### config.mk
export PLATFORM = sky130hd
export DESIGN_NAME = wdt_apb
export DESIGN_NICKNAME = d
export VERILOG_FILES = /design/src/rtl/wdt_pkg.sv /design/src/rtl/wdt_regs.sv /design/src/rtl/wdt_counter.sv /design/src/rtl/wdt_response.sv /design/src/rtl/wdt_apb.sv
export SDC_FILE = /design/constraint.sdc
export NUM_CORES = 1
export LEC_CHECK = 0
export ABC_CLOCK_PERIOD_IN_PS = 9500
export CAP_MARGIN = 10
export CORE_MARGIN = 2
export CORE_UTILIZATION = 25
export DETAILED_ROUTE_END_ITERATION = 8
export GPL_ROUTABILITY_DRIVEN = 0
export PLACE_DENSITY = 0.42
export SYNTH_ARGS = -nofsm -noshare
export SYNTH_HDL_FRONTEND = slang
export SYNTH_HIERARCHICAL = 1
export SYNTH_SLANG_ARGS = --single-unit
### constraint.sdc
create_clock -name clk -period 9.5 [get_ports clk]
set_input_delay 1.9 -clock clk [delete_from_list [all_inputs] [get_ports clk]]
set_output_delay 1.9 -clock clk [all_outputs]
set_load 0.01 [all_outputs]
### src/rtl/wdt_pkg.sv
package wdt_pkg;

    localparam int unsigned APB_AW = 8;
    localparam int unsigned APB_DW = 32;

    localparam logic [APB_AW-1:0] OFS_CTRL  = 8'h00;
    localparam logic [APB_AW-1:0] OFS_SPAN  = 8'h04;
    localparam logic [APB_AW-1:0] OFS_COUNT = 8'h08;
    localparam logic [APB_AW-1:0] OFS_KICK  = 8'h0C;
    localparam logic [APB_AW-1:0] OFS_STAT  = 8'h10;
    localparam logic [APB_AW-1:0] OFS_ACK   = 8'h14;

    localparam logic [7:0] KICK_KEY = 8'h76;

    typedef enum logic {
        RESP_RESET     = 1'b0,
        RESP_IRQ_FIRST = 1'b1
    } resp_mode_e;

    // packed MSB first: bits 4:2 pulse, bit 1 mode, bit 0 enable
    typedef struct packed {
        logic [2:0] pulse_sel;
        resp_mode_e mode;
        logic       enable;
    } ctrl_t;

    // bits 7:4 start-up selector, bits 3:0 running selector
    typedef struct packed {
        logic [3:0] init_sel;
        logic [3:0] run_sel;
    } span_t;

    typedef struct packed {
        logic arm;
        logic kick;
        logic ack;
    } evt_t;

    // last index of a pulse lasting 2^(sel+1) clocks
    function automatic logic [7:0] pulse_last(input logic [2:0] sel);
        logic [8:0] n;
        n = 9'd2 << sel;
        return 8'(n - 9'd1);
    endfunction

endpackage

### src/rtl/wdt_regs.sv
module wdt_regs
    import wdt_pkg::*;
#(
    parameter int unsigned CNT_W         = 32,
    parameter bit          ALWAYS_ON     = 1'b0,
    parameter bit          DFLT_MODE     = 1'b0,
    parameter logic [2:0]  DFLT_PULSE    = 3'd0,
    parameter logic [3:0]  DFLT_RUN_SEL  = 4'd0,
    parameter logic [3:0]  DFLT_INIT_SEL = 4'd0
)(
    input  logic              clk,
    input  logic              rst,
    input  logic              psel,
    input  logic              penable,
    input  logic              pwrite,
    input  logic [APB_AW-1:0] paddr,
    input  logic [APB_DW-1:0] pwdata,
    output logic [APB_DW-1:0] prdata,
    input  logic [CNT_W-1:0]  cnt_i,
    input  logic              irq_i,
    output ctrl_t             ctrl_o,
    output span_t             span_o,
    output evt_t              evt_o
);

    localparam int unsigned CTRL_W = $bits(ctrl_t);
    localparam int unsigned SPAN_W = $bits(span_t);

    ctrl_t ctrl_q;
    span_t span_q;
    logic  wr_acc, rd_acc, en_next;
    logic  unused_hi;

    assign wr_acc    = psel & penable & pwrite;
    assign rd_acc    = psel & penable & ~pwrite;
    assign en_next   = ALWAYS_ON ? 1'b1 : pwdata[0];
    assign unused_hi = ^pwdata[APB_DW-1:8];

    always_ff @(posedge clk) begin
        if (rst) begin
            ctrl_q <= '{pulse_sel: DFLT_PULSE, mode: resp_mode_e'(DFLT_MODE), enable: ALWAYS_ON};
            span_q <= '{init_sel: DFLT_INIT_SEL, run_sel: DFLT_RUN_SEL};
        end else if (wr_acc && paddr == OFS_CTRL) begin
            ctrl_q <= '{pulse_sel: pwdata[4:2], mode: resp_mode_e'(pwdata[1]), enable: en_next};
        end else if (wr_acc && paddr == OFS_SPAN) begin
            span_q <= span_t'(pwdata[SPAN_W-1:0]);
        end
    end

    always_comb begin
        evt_o.arm  = wr_acc && paddr == OFS_CTRL && en_next && !ctrl_q.enable;
        evt_o.kick = wr_acc && paddr == OFS_KICK && pwdata[7:0] == KICK_KEY;
        evt_o.ack  = rd_acc && paddr == OFS_ACK;
    end

    always_comb begin
        case (paddr)
            OFS_CTRL:  prdata = {{(APB_DW-CTRL_W){1'b0}}, ctrl_q};
            OFS_SPAN:  prdata = {{(APB_DW-SPAN_W){1'b0}}, span_q};
            OFS_COUNT: prdata = APB_DW'(cnt_i);
            OFS_STAT:  prdata = {{(APB_DW-1){1'b0}}, irq_i};
            default:   prdata = '0;
        endcase
    end

    assign ctrl_o = ctrl_q;
    assign span_o = span_q;

    generate
        if (ALWAYS_ON) begin : g_forced_on

            aon_hold_chk: assert property (@(posedge clk) disable iff (rst)
                (wr_acc && paddr == OFS_CTRL && !pwdata[0]) |=> ctrl_q.enable);
        end
    endgenerate

endmodule

### src/rtl/wdt_counter.sv
module wdt_counter #(
    parameter int unsigned CNT_W         = 32,
    parameter int unsigned PERIOD_BASE   = 16,
    parameter logic [3:0]  DFLT_INIT_SEL = 4'd0
)(
    input  logic             clk,
    input  logic             rst,
    input  logic             en,
    input  logic             pause,
    input  logic [3:0]       run_sel,
    input  logic [3:0]       init_sel,
    input  logic             arm,
    input  logic             kick,
    output logic [CNT_W-1:0] cnt_o,
    output logic             expire_o
);

    localparam logic [CNT_W-1:0] ONE     = CNT_W'(1);
    localparam logic [CNT_W-1:0] RST_LEN = ONE << (PERIOD_BASE + int'(DFLT_INIT_SEL));

    logic [CNT_W-1:0] cnt_q, run_len, init_len;

    assign run_len  = ONE << (PERIOD_BASE + int'(run_sel));
    assign init_len = ONE << (PERIOD_BASE + int'(init_sel));
    assign expire_o = en && !pause && !kick && !arm && (cnt_q == '0);

    always_ff @(posedge clk) begin
        if (rst) begin
            cnt_q <= RST_LEN;
        end else if (arm) begin
            cnt_q <= init_len;
        end else if (kick || expire_o) begin
            cnt_q <= run_len;
        end else if (en && !pause) begin
            cnt_q <= cnt_q - ONE;
        end
    end

    assign cnt_o = cnt_q;


    pause_hold_chk: assert property (@(posedge clk) disable iff (rst)
        (pause && !arm && !kick) |=> (cnt_q == $past(cnt_q)));


    idle_hold_chk: assert property (@(posedge clk) disable iff (rst)
        (!en && !arm && !kick) |=> $stable(cnt_q));


    reload_chk: assert property (@(posedge clk) disable iff (rst)
        expire_o |=> (cnt_q == $past(run_len)));

endmodule

### src/rtl/wdt_response.sv
module wdt_response
    import wdt_pkg::*;
(
    input  logic       clk,
    input  logic       rst,
    input  logic       expire,
    input  logic       kick,
    input  logic       ack,
    input  resp_mode_e mode,
    input  logic [2:0] pulse_sel,
    output logic       irq_o,
    output logic       rst_req_o
);

    logic       irq_q, stage_q, busy_q, fire;
    logic [7:0] left_q;

    assign fire = expire && (mode == RESP_RESET || stage_q);

    always_ff @(posedge clk) begin
        if (rst) begin
            irq_q   <= 1'b0;
            stage_q <= 1'b0;
        end else if (kick) begin
            irq_q   <= 1'b0;
            stage_q <= 1'b0;
        end else if (fire) begin
            stage_q <= 1'b0;
        end else if (expire && mode == RESP_IRQ_FIRST) begin
            irq_q   <= 1'b1;
            stage_q <= 1'b1;
        end else if (ack) begin
            irq_q   <= 1'b0;
        end
    end

    always_ff @(posedge clk) begin
        if (rst) begin
            busy_q <= 1'b0;
            left_q <= '0;
        end else if (fire) begin
            busy_q <= 1'b1;
            left_q <= pulse_last(pulse_sel);
        end else if (busy_q) begin
            if (left_q == '0) busy_q <= 1'b0;
            else              left_q <= left_q - 8'd1;
        end
    end

    assign irq_o     = irq_q;
    assign rst_req_o = busy_q;

    // independent pulse-length tracker for the width check
    logic [8:0] hi_cnt, hi_exp;
    always_ff @(posedge clk) begin
        if (rst) begin
            hi_cnt <= '0;
            hi_exp <= '0;
        end else if (fire) begin
            hi_cnt <= '0;
            hi_exp <= 9'd2 << pulse_sel;
        end else if (busy_q) begin
            hi_cnt <= hi_cnt + 9'd1;
        end
    end


    reset_mode_chk: assert property (@(posedge clk) disable iff (rst)
        (expire && mode == RESP_RESET) |=> rst_req_o);


    second_stage_chk: assert property (@(posedge clk) disable iff (rst)
        (expire && mode == RESP_IRQ_FIRST && stage_q) |=> rst_req_o);


    kick_clear_chk: assert property (@(posedge clk) disable iff (rst)
        kick |=> !irq_o);


    ack_clear_chk: assert property (@(posedge clk) disable iff (rst)
        (ack && !expire && !kick) |=> !irq_o);


    pulse_width_chk: assert property (@(posedge clk) disable iff (rst)
        $fell(rst_req_o) |-> (hi_cnt == hi_exp));

endmodule

### src/rtl/wdt_apb.sv
module wdt_apb
    import wdt_pkg::*;
#(
    parameter int unsigned CNT_W         = 32,
    parameter int unsigned PERIOD_BASE   = 16,
    parameter bit          ALWAYS_ON     = 1'b0,
    parameter bit          DFLT_MODE     = 1'b0,
    parameter logic [2:0]  DFLT_PULSE    = 3'd0,
    parameter logic [3:0]  DFLT_RUN_SEL  = 4'd0,
    parameter logic [3:0]  DFLT_INIT_SEL = 4'd0
)(
    input  logic              clk,
    input  logic              rst,
    input  logic              psel,
    input  logic              penable,
    input  logic              pwrite,
    input  logic [APB_AW-1:0] paddr,
    input  logic [APB_DW-1:0] pwdata,
    output logic [APB_DW-1:0] prdata,
    output logic              pready,
    output logic              pslverr,
    input  logic              pause,
    output logic              irq,
    output logic              sys_rst_req
);

    ctrl_t            ctrl;
    span_t            span;
    evt_t             evt;
    logic [CNT_W-1:0] cnt;
    logic             expire;

    assign pready  = 1'b1;
    assign pslverr = 1'b0;

    wdt_regs #(
        .CNT_W(CNT_W), .ALWAYS_ON(ALWAYS_ON), .DFLT_MODE(DFLT_MODE),
        .DFLT_PULSE(DFLT_PULSE), .DFLT_RUN_SEL(DFLT_RUN_SEL), .DFLT_INIT_SEL(DFLT_INIT_SEL)
    ) u_regs (
        .clk(clk), .rst(rst), .psel(psel), .penable(penable), .pwrite(pwrite),
        .paddr(paddr), .pwdata(pwdata), .prdata(prdata), .cnt_i(cnt), .irq_i(irq),
        .ctrl_o(ctrl), .span_o(span), .evt_o(evt)
    );

    wdt_counter #(
        .CNT_W(CNT_W), .PERIOD_BASE(PERIOD_BASE), .DFLT_INIT_SEL(DFLT_INIT_SEL)
    ) u_counter (
        .clk(clk), .rst(rst), .en(ctrl.enable), .pause(pause),
        .run_sel(span.run_sel), .init_sel(span.init_sel),
        .arm(evt.arm), .kick(evt.kick), .cnt_o(cnt), .expire_o(expire)
    );

    wdt_response u_resp (
        .clk(clk), .rst(rst), .expire(expire), .kick(evt.kick), .ack(evt.ack),
        .mode(ctrl.mode), .pulse_sel(ctrl.pulse_sel),
        .irq_o(irq), .rst_req_o(sys_rst_req)
    );

endmodule

* After elaboration in Yosys (flattened, before gate mapping) *
Cells that the tools add are included.

storage, ports and cells
  register bits = 56
  logic and storage cells = 74
  output and inout bits = 36

operators by class
  equality and inequality tests = 7
  shift operators = 3
  reduce and logical (&&, ||, !) cells = 30
  bitwise gates (word level) = 7
  $add $sub $neg = 5
  mux-type cells = 12

operator list
  operator                 number
  $pmux W32 S4             1
  $mux W32                 3
  $shl A1 B32 Y32 const A  2
  $logic_not A32 Y1        1
  $sub A32 B1 Y32 const B  1
  $mux W8                  3
  $eq A8 B4 Y1 const B     2
  $eq A8 B5 Y1 const B     2
  $logic_not A8 Y1         2
  $sub A8 B1 Y8 const B    2
  $logic_and A1 B1 Y1      13
  $add A5 B4 Y6 const A    2
  $eq A8 B3 Y1 const B     1
  $eq A8 B7 Y1 const B     1
  $shl A2 B3 Y8 const A    1
  $reduce_and A2 Y1        3
  $mux W1                  5
  $logic_not A1 Y1         4
  $not A1 Y1               4
  $reduce_bool A2 Y1       2
  $and A1 B1 Y1            3
  $reduce_bool A3 Y1       1
  $reduce_or A3 Y1         1
  $logic_or A1 B1 Y1       2
  other kinds (2)          2

* Depth between registers and ports, before layout *
Gate-level depths: netlist (run 1).

  depth in word-level cells = 11
  depth in mapped cells = 17
  mapped depth without buffers = 14

* Cells and area by module *
Netlist (run 1), hierarchy kept.

by module, submodules not included
  module        area each (um^2)  times used  cells an instance
  wdt_counter   2275.9            1           285
  wdt_regs      1011.0            1           125
  wdt_response  684.4             1           82
  wdt_apb       22.5              1           4

* Worst setup path before layout (run 1) *
Ideal clock, no wire load.

  path kind = input -> register
  from = input port paddr[1]
  to = register u_resp.left_q[6]
  cell stages on the path = 17
  data arrival time = 5294 ps
  required time = 9366 ps
  buffers on the path = 3
  setup slack = 4072 ps
  cells stage by stage = or4_4 buf_6 or3_4 nor3b_2 nor2_1 or4b_1 nor3_1 nand2_1 clkbuf_1 nor4_1 a21oi_1 ha_1 buf_1 inv_1 o311a_1 a21oi_1 a311oi_2

RTL lines
  what                  line                RTL
  from (decl)           wdt_apb.sv:17       input logic [APB_AW-1:0] paddr,
  to (signal assigned)  wdt_response.sv:43  left_q <= pulse_last(pulse_sel);
  to (signal assigned)  wdt_response.sv:46  else left_q <= left_q - 8'd1;
  to (decl)             wdt_response.sv:16  logic [7:0] left_q;

==> metrics.cfg, run 1 <==
[cts]
cts_setup_buffers=0
clk_path_buf_depth=2
clk_pin_slew_ns=0.08
tritoncts=done
clkLatencyLatePin_ns=0.31
hold_buffers=0
cts_sinks=56
cts_buffers=5
root_buffer=clkbuf_16
h-tree-depth=2
cts_resized=0

[yosys]
synth-edff-count=0
postSynthAreaPerCell_um2=8.052
yosysUniqueCellTypes=75
synthFlopType=dfxtp_1
synthCells=496
ys_async_sr_fraction_pct=0
synth_area_um2=3994
ys_seq_area_share_pct=28.07
synth_warnings=6
ys_ff_latch=56
syn-num-nets=544

[critical_path]
critPathLaunchType=primary input
path_class=in -> reg
cp.arrival_ns=6.81
cp_max_fo=16
worstPathRequired_ns=9.73
worstSetupEndpointType=flop

[die]
dieArea_um2=17000
coreArea_um2=15770
initial_core_util_pct=25.33
fp.dieW_um=130.4
pin_count=82
rows=46
die_y_um=130.4

[routing]
wirelength_mm=13.35
highest_layer=met4
wl_per_cell_um=17.75
num_vias=3983
met1_length_mm=6.391
firstDrtPassIters=5
drt-initial-drc-count=342
dr_wl_met2_mm=6.075
antenna_left=0
wl_met3_um=680
drc=0
viasPerCell=5.297

[placed_design]
place_ws_ns=2.610
placed_cells=744
port_buffers=55
hpwlAfterDp_mm=9.717

[power]
power_density_nw_per_um2=93.93
ir_worst_vdd_mv=0.05544
leakage_nw=1.681

[timing]
skew_ns=0.008538
hold_viol_final=0
tightestPinTransition_ns=0.9588
fin_setup_tns_ns=0
relSlewSlack_pct=35.92
rsz0062_at_grt=no
setup_slack_ns=2.918
fmax_mhz=151.9
fin_crit_ns=6.582
fin_crit_sh_pct=69.29
setup_viol=0
drv_slew=0

[cells_and_area]
instances_no_fill=752
area_growth_pct=21.33
insertedDiodeCount=0
num-fill-cells=1732
final_cell_mix=61 x nor2_1, 56 x dfxtp_1, 55 x clkdlybuf4s50_1, 38 x nand2_1, 28 x and3_1
drive_above_1_share_pct=8.582
layout_commonest_cell=nor2_1
multi_input_area_um2=2665
seq_area_um2=1121
nets=583

[job]
max_cap_viol_count=0

[global_route]
grt_max_degree=49
antenna_found_initial=0
grt_pass1_vias=3818
grt.total_usage_pct=16.11
grt_first_pass_wirelength_mm=21.36
grt_overflow_total=0

[hold_path]
hold_class=reg -> reg

[run_status]
status=completed

## per-stage QoR
step                power [W]  utilization [%]  hold WS, ns  cell area, µm²
floorplan           0.0002520                -       0.4607            3994
global placement    0.0002663            29.81       0.4771            4701
detailed placement  0.0002666            29.81       0.4861            4701
CTS                 0.0004631            30.73       0.5059            4846
global route        0.0004727            30.73       0.5244            4846
finish              0.0004552            30.73       0.5005            4846
## power breakdown
part	total, W	internal [W]	switching (W)
Combinational	0.0000261	0.0000117	0.0000144
Clock	0.000194	0.0000988	0.0000956
Sequential	0.000235	0.000235	0.000000178
Total	0.000455	0.000345	0.000110
## cell families (layout without fill, tap and decap cells)
group,Yosys count,after routing,synth area share [%]
muxes,16,16,4.167
xor gates and xnor gates,12,12,2.632
DFF,56,56,28.07
buffers and inverters,41,81,5.514
adders and majority gates,2,2,0.6265
and+or+nand+nor,258,258,37.19
AOI/OAI and AO/OA,109,109,21.62
other,2,2,0.1880
## layout make-up
class	instances	area share [%]
Clock buffer	6	2.659
Clock inverter	2	0.3357
Inverter	11	0.8521
Multi-Input combinational cell	399	55.00
Sequential cell	56	23.13
Tap cell	216	5.577
Timing Repair Buffer	62	12.45
## cells in the mapped netlist (6+ instances only)
master    count  area [µm²]
nor2_1       61       229.0
mux2i_1      11       110.1
nor2b_1       7       43.79
nand2_1      38       142.6
a21oi_1      27       135.1
nand3_1      14       70.07
inv_1        11       41.29
or3_1         6       37.54
a31oi_1       7       43.79
xor2_1        9       78.83
a211oi_1     10       75.07
clkbuf_1     14       52.55
and3_1       28       175.2
nand2b_1     19       118.9
a311oi_1      9       78.83
nor3_1       20       100.1
nor4_1       19       118.9
dfxtp_1      56        1121
## sequential cells by signal, summed over array words and instances, names as in the netlist
register / flops
u_regs/ctrl_o: 5
u_resp/irq_o: 1
u_resp/rst_req_o: 1
u_counter/cnt_o: 32
u_regs/span_o: 8
u_resp/left_q: 8
u_resp/stage_q: 1
## metal layers
layer  global-route usage [%]  vias to the layer above
li1                         -                     1943
met1                    22.36                     1907
met2                    25.32                      120
met3                    2.769                       13
met4                    5.632                        0
met5                        0                        -
## worst max-delay path, cell delays in order
cell	delay [ns]
clkdlybuf4s50_1	0.51
or4_1	0.41
or3_4	0.24
nor3b_2	0.04
buf_4	0.19
nor2_1	0.42
or4b_1	0.54
nor3_1	0.54
nand2_1	0.56
nor4_1	0.34
a21oi_1	0.08
ha_1	0.34
nor4bb_1	0.31
a21oi_1	0.13
a311oi_2	0.25
## path summary, 6_finish.rpt
| kind | start | to | slack (ns) | cells after the start |
|---|---|---|---|---|
| max | paddr[5] | u_resp/left_q[6] | 2.92 | 15 |
| min | u_resp/stage_q | u_resp/stage_q | 0.50 | 2 |
| max reg2reg | u_regs/ctrl_o[0] | u_resp/left_q[6] | 5.22 | 12 |
| min reg2reg | u_resp/stage_q | u_resp/stage_q | 0.50 | 2 |
(Power assumes the default switching activity.)
==> run 2, diff against run 1 <==
ABC_CLOCK_PERIOD_IN_PS = 6600   (was 9500)
clock period = 6.6 ns   (was 9.5 ns; I/O delays follow)
==> run 2 against run 1 <==
Effect of this change: sequential share of layout area is 0.071 points lower; flip-flop and latch count unchanged; cell count is 0.27% higher; critical path type unchanged; register-to-register slack worse by 2.1 ns; largest cell class unchanged.
==> metrics.cfg, run 2 (synthesis gave the netlist of run 1 again) <==
[critical_path]
cp_slowest_stage_delay_ns=0.77  ; +0.21 ns
critPathLaunchType=primary input
crit_chain=clkdlybuf4s50_1, or4_1, or3_4, nor3b_2, buf_4, nor2_1, or4b_1, nor3_1, buf_4, nand2_1, nor4_1, a21oi_1, ha_1, inv_1, o311a_1, a21oi_1, a311oi_2
worstSetupEndpointType=flop
path_class=in -> reg
crit_path_top_delay_cell=or4_1
worstPathRequired_ns=6.77  ; -2.96 ns
cp_max_fo=13  ; -3
r2r_cells=13  ; +1
path_delay_family=simple AND/OR/NAND/NOR gates
crit_cells=17  ; +2
critPathBufInv=4  ; +2
cp.arrival_ns=5.39  ; -1.42 ns

[routing]
wirelength_mm=13.35  ; about the same
firstDrtPassIters=5  ; unchanged
wl_per_cell_um=17.70  ; -0.26%
antenna_left=0  ; unchanged
viasPerCell=5.332  ; +0.66%
num_vias=4020  ; +0.93%
drt-initial-drc-count=434  ; +27%
drc=0  ; unchanged

[global_route]
grt.total_usage_pct=15.79  ; -0.33 points
grt_pass1_vias=3730  ; -2.3%
grt_first_pass_wirelength_mm=20.99  ; -1.7%
grt_max_degree=49  ; unchanged
antenna_found_initial=0  ; unchanged
grt_overflow_total=0  ; unchanged

[run_status]
status=completed

[timing]
setup_viol=0  ; unchanged
fin_crit_sh_pct=79.10
setup_slack_ns=1.379  ; -1.538 ns
fin_crit_ns=5.221
whs_ns=0.4951  ; -0.005340 ns
fin_setup_tns_ns=0  ; unchanged
hold_viol_final=0  ; unchanged
tightestPinTransition_ns=0.9333  ; -0.02550 ns
drv_slew=0  ; unchanged
rsz0062_at_grt=no
skew_ns=0.003871  ; -0.004666 ns
relSlewSlack_pct=36.90  ; +0.98 points
fmax_mhz=191.5

[placed_design]
port_buffers=55  ; unchanged
place_ws_ns=1.054  ; -1.556 ns
hpwlAfterDp_mm=9.837  ; +1.2%
placed_area_um2=4716  ; +0.32%

[cts]
clkLatencyLatePin_ns=0.30  ; about the same
tritoncts=done
cts_resized=0  ; unchanged
root_buffer=clkbuf_16
cts_buffers=5  ; unchanged
clk_pin_slew_ns=0.08  ; about the same
cts_sinks=56  ; unchanged
cts_setup_buffers=0  ; unchanged
hold_buffers=0  ; unchanged
clk_path_buf_depth=2  ; unchanged
h-tree-depth=2  ; unchanged

[power]
ir_worst_vdd_mv=0.07725  ; +39%
leakage_nw=1.691  ; +0.57%
power_density_nw_per_um2=134.5  ; +43%
p_total_w=0.0006539  ; +44%

[die]
dieArea_um2=17000  ; unchanged
die_y_um=130.4  ; unchanged
fp.dieW_um=130.4  ; unchanged
coreArea_um2=15770  ; unchanged
pin_count=82  ; unchanged
rows=46  ; unchanged
initial_core_util_pct=25.33  ; unchanged

[cells_and_area]
final_cell_mix=61 x nor2_1, 56 x dfxtp_1, 55 x clkdlybuf4s50_1, 38 x nand2_1, 28 x and3_1
nets=585  ; +0.34%
largest_reg_flops=32  ; unchanged
final_cell_area_um2=4861  ; +0.31%
insertedDiodeCount=0  ; unchanged
area_growth_pct=21.71
drive_above_1_share_pct=8.922  ; +0.34 points
layout_commonest_cell=nor2_1

[hold_path]
hold_class=reg -> reg
hold_depth=2  ; unchanged

[job]
max_cap_viol_count=0  ; unchanged

==> run 2: worst min-delay path, stage by stage, from the launching register on <==
cell and delay (ns):
dfxtp_1 0.32, nand2b_1 0.06, a211oi_1 0.06
==> run 2: cell type report <==
type,count,area [µm²]
Clock buffer,6,128.9
Multi-Input combinational cell,399,2665
Tap cell,216,270.3
Sequential cell,56,1121
Timing Repair Buffer,64,618.1
Fill cell,1713,10910
Clock inverter,2,16.27
Inverter,11,41.29
==> run 2: worst paths after layout <==
| kind | start | endpoint | slack, ns |
|---|---|---|---|
| setup reg to reg | u_regs/ctrl_o[0] | u_resp/left_q[6] | 3.12 |
| setup / recovery | paddr[4] | u_resp/left_q[6] | 1.38 |
| hold reg to reg | u_resp/stage_q | u_resp/stage_q | 0.50 |
| hold / removal | u_resp/stage_q | u_resp/stage_q | 0.50 |
==> run 2: per-layer routing <==
metal | global-route usage [%] | up-vias | share of wire (%)
met5 | 0 | - | 0
met4 | 4.568 | 0 | 1.5
met3 | 2.891 | 14 | 6.9
met2 | 25.28 | 168 | 45
met1 | 21.79 | 1886 | 46
li1 | - | 1952 | -
==> run 2: per-stage QoR <==
step / cells / utilization, %
after floorplan: 496 / -
after global placement: 746 / 29.90
after detailed placement: 746 / 29.90
after CTS: 754 / 30.82
after global routing: 754 / 30.82
final: 754 / 30.82
==> run 2: power breakdown <==
group / internal (W) / switching, W / total, W
clock network: 0.000142 / 0.000136 / 0.000278
logic: 0.0000168 / 0.0000209 / 0.0000378
registers: 0.000338 / 0.000000255 / 0.000338
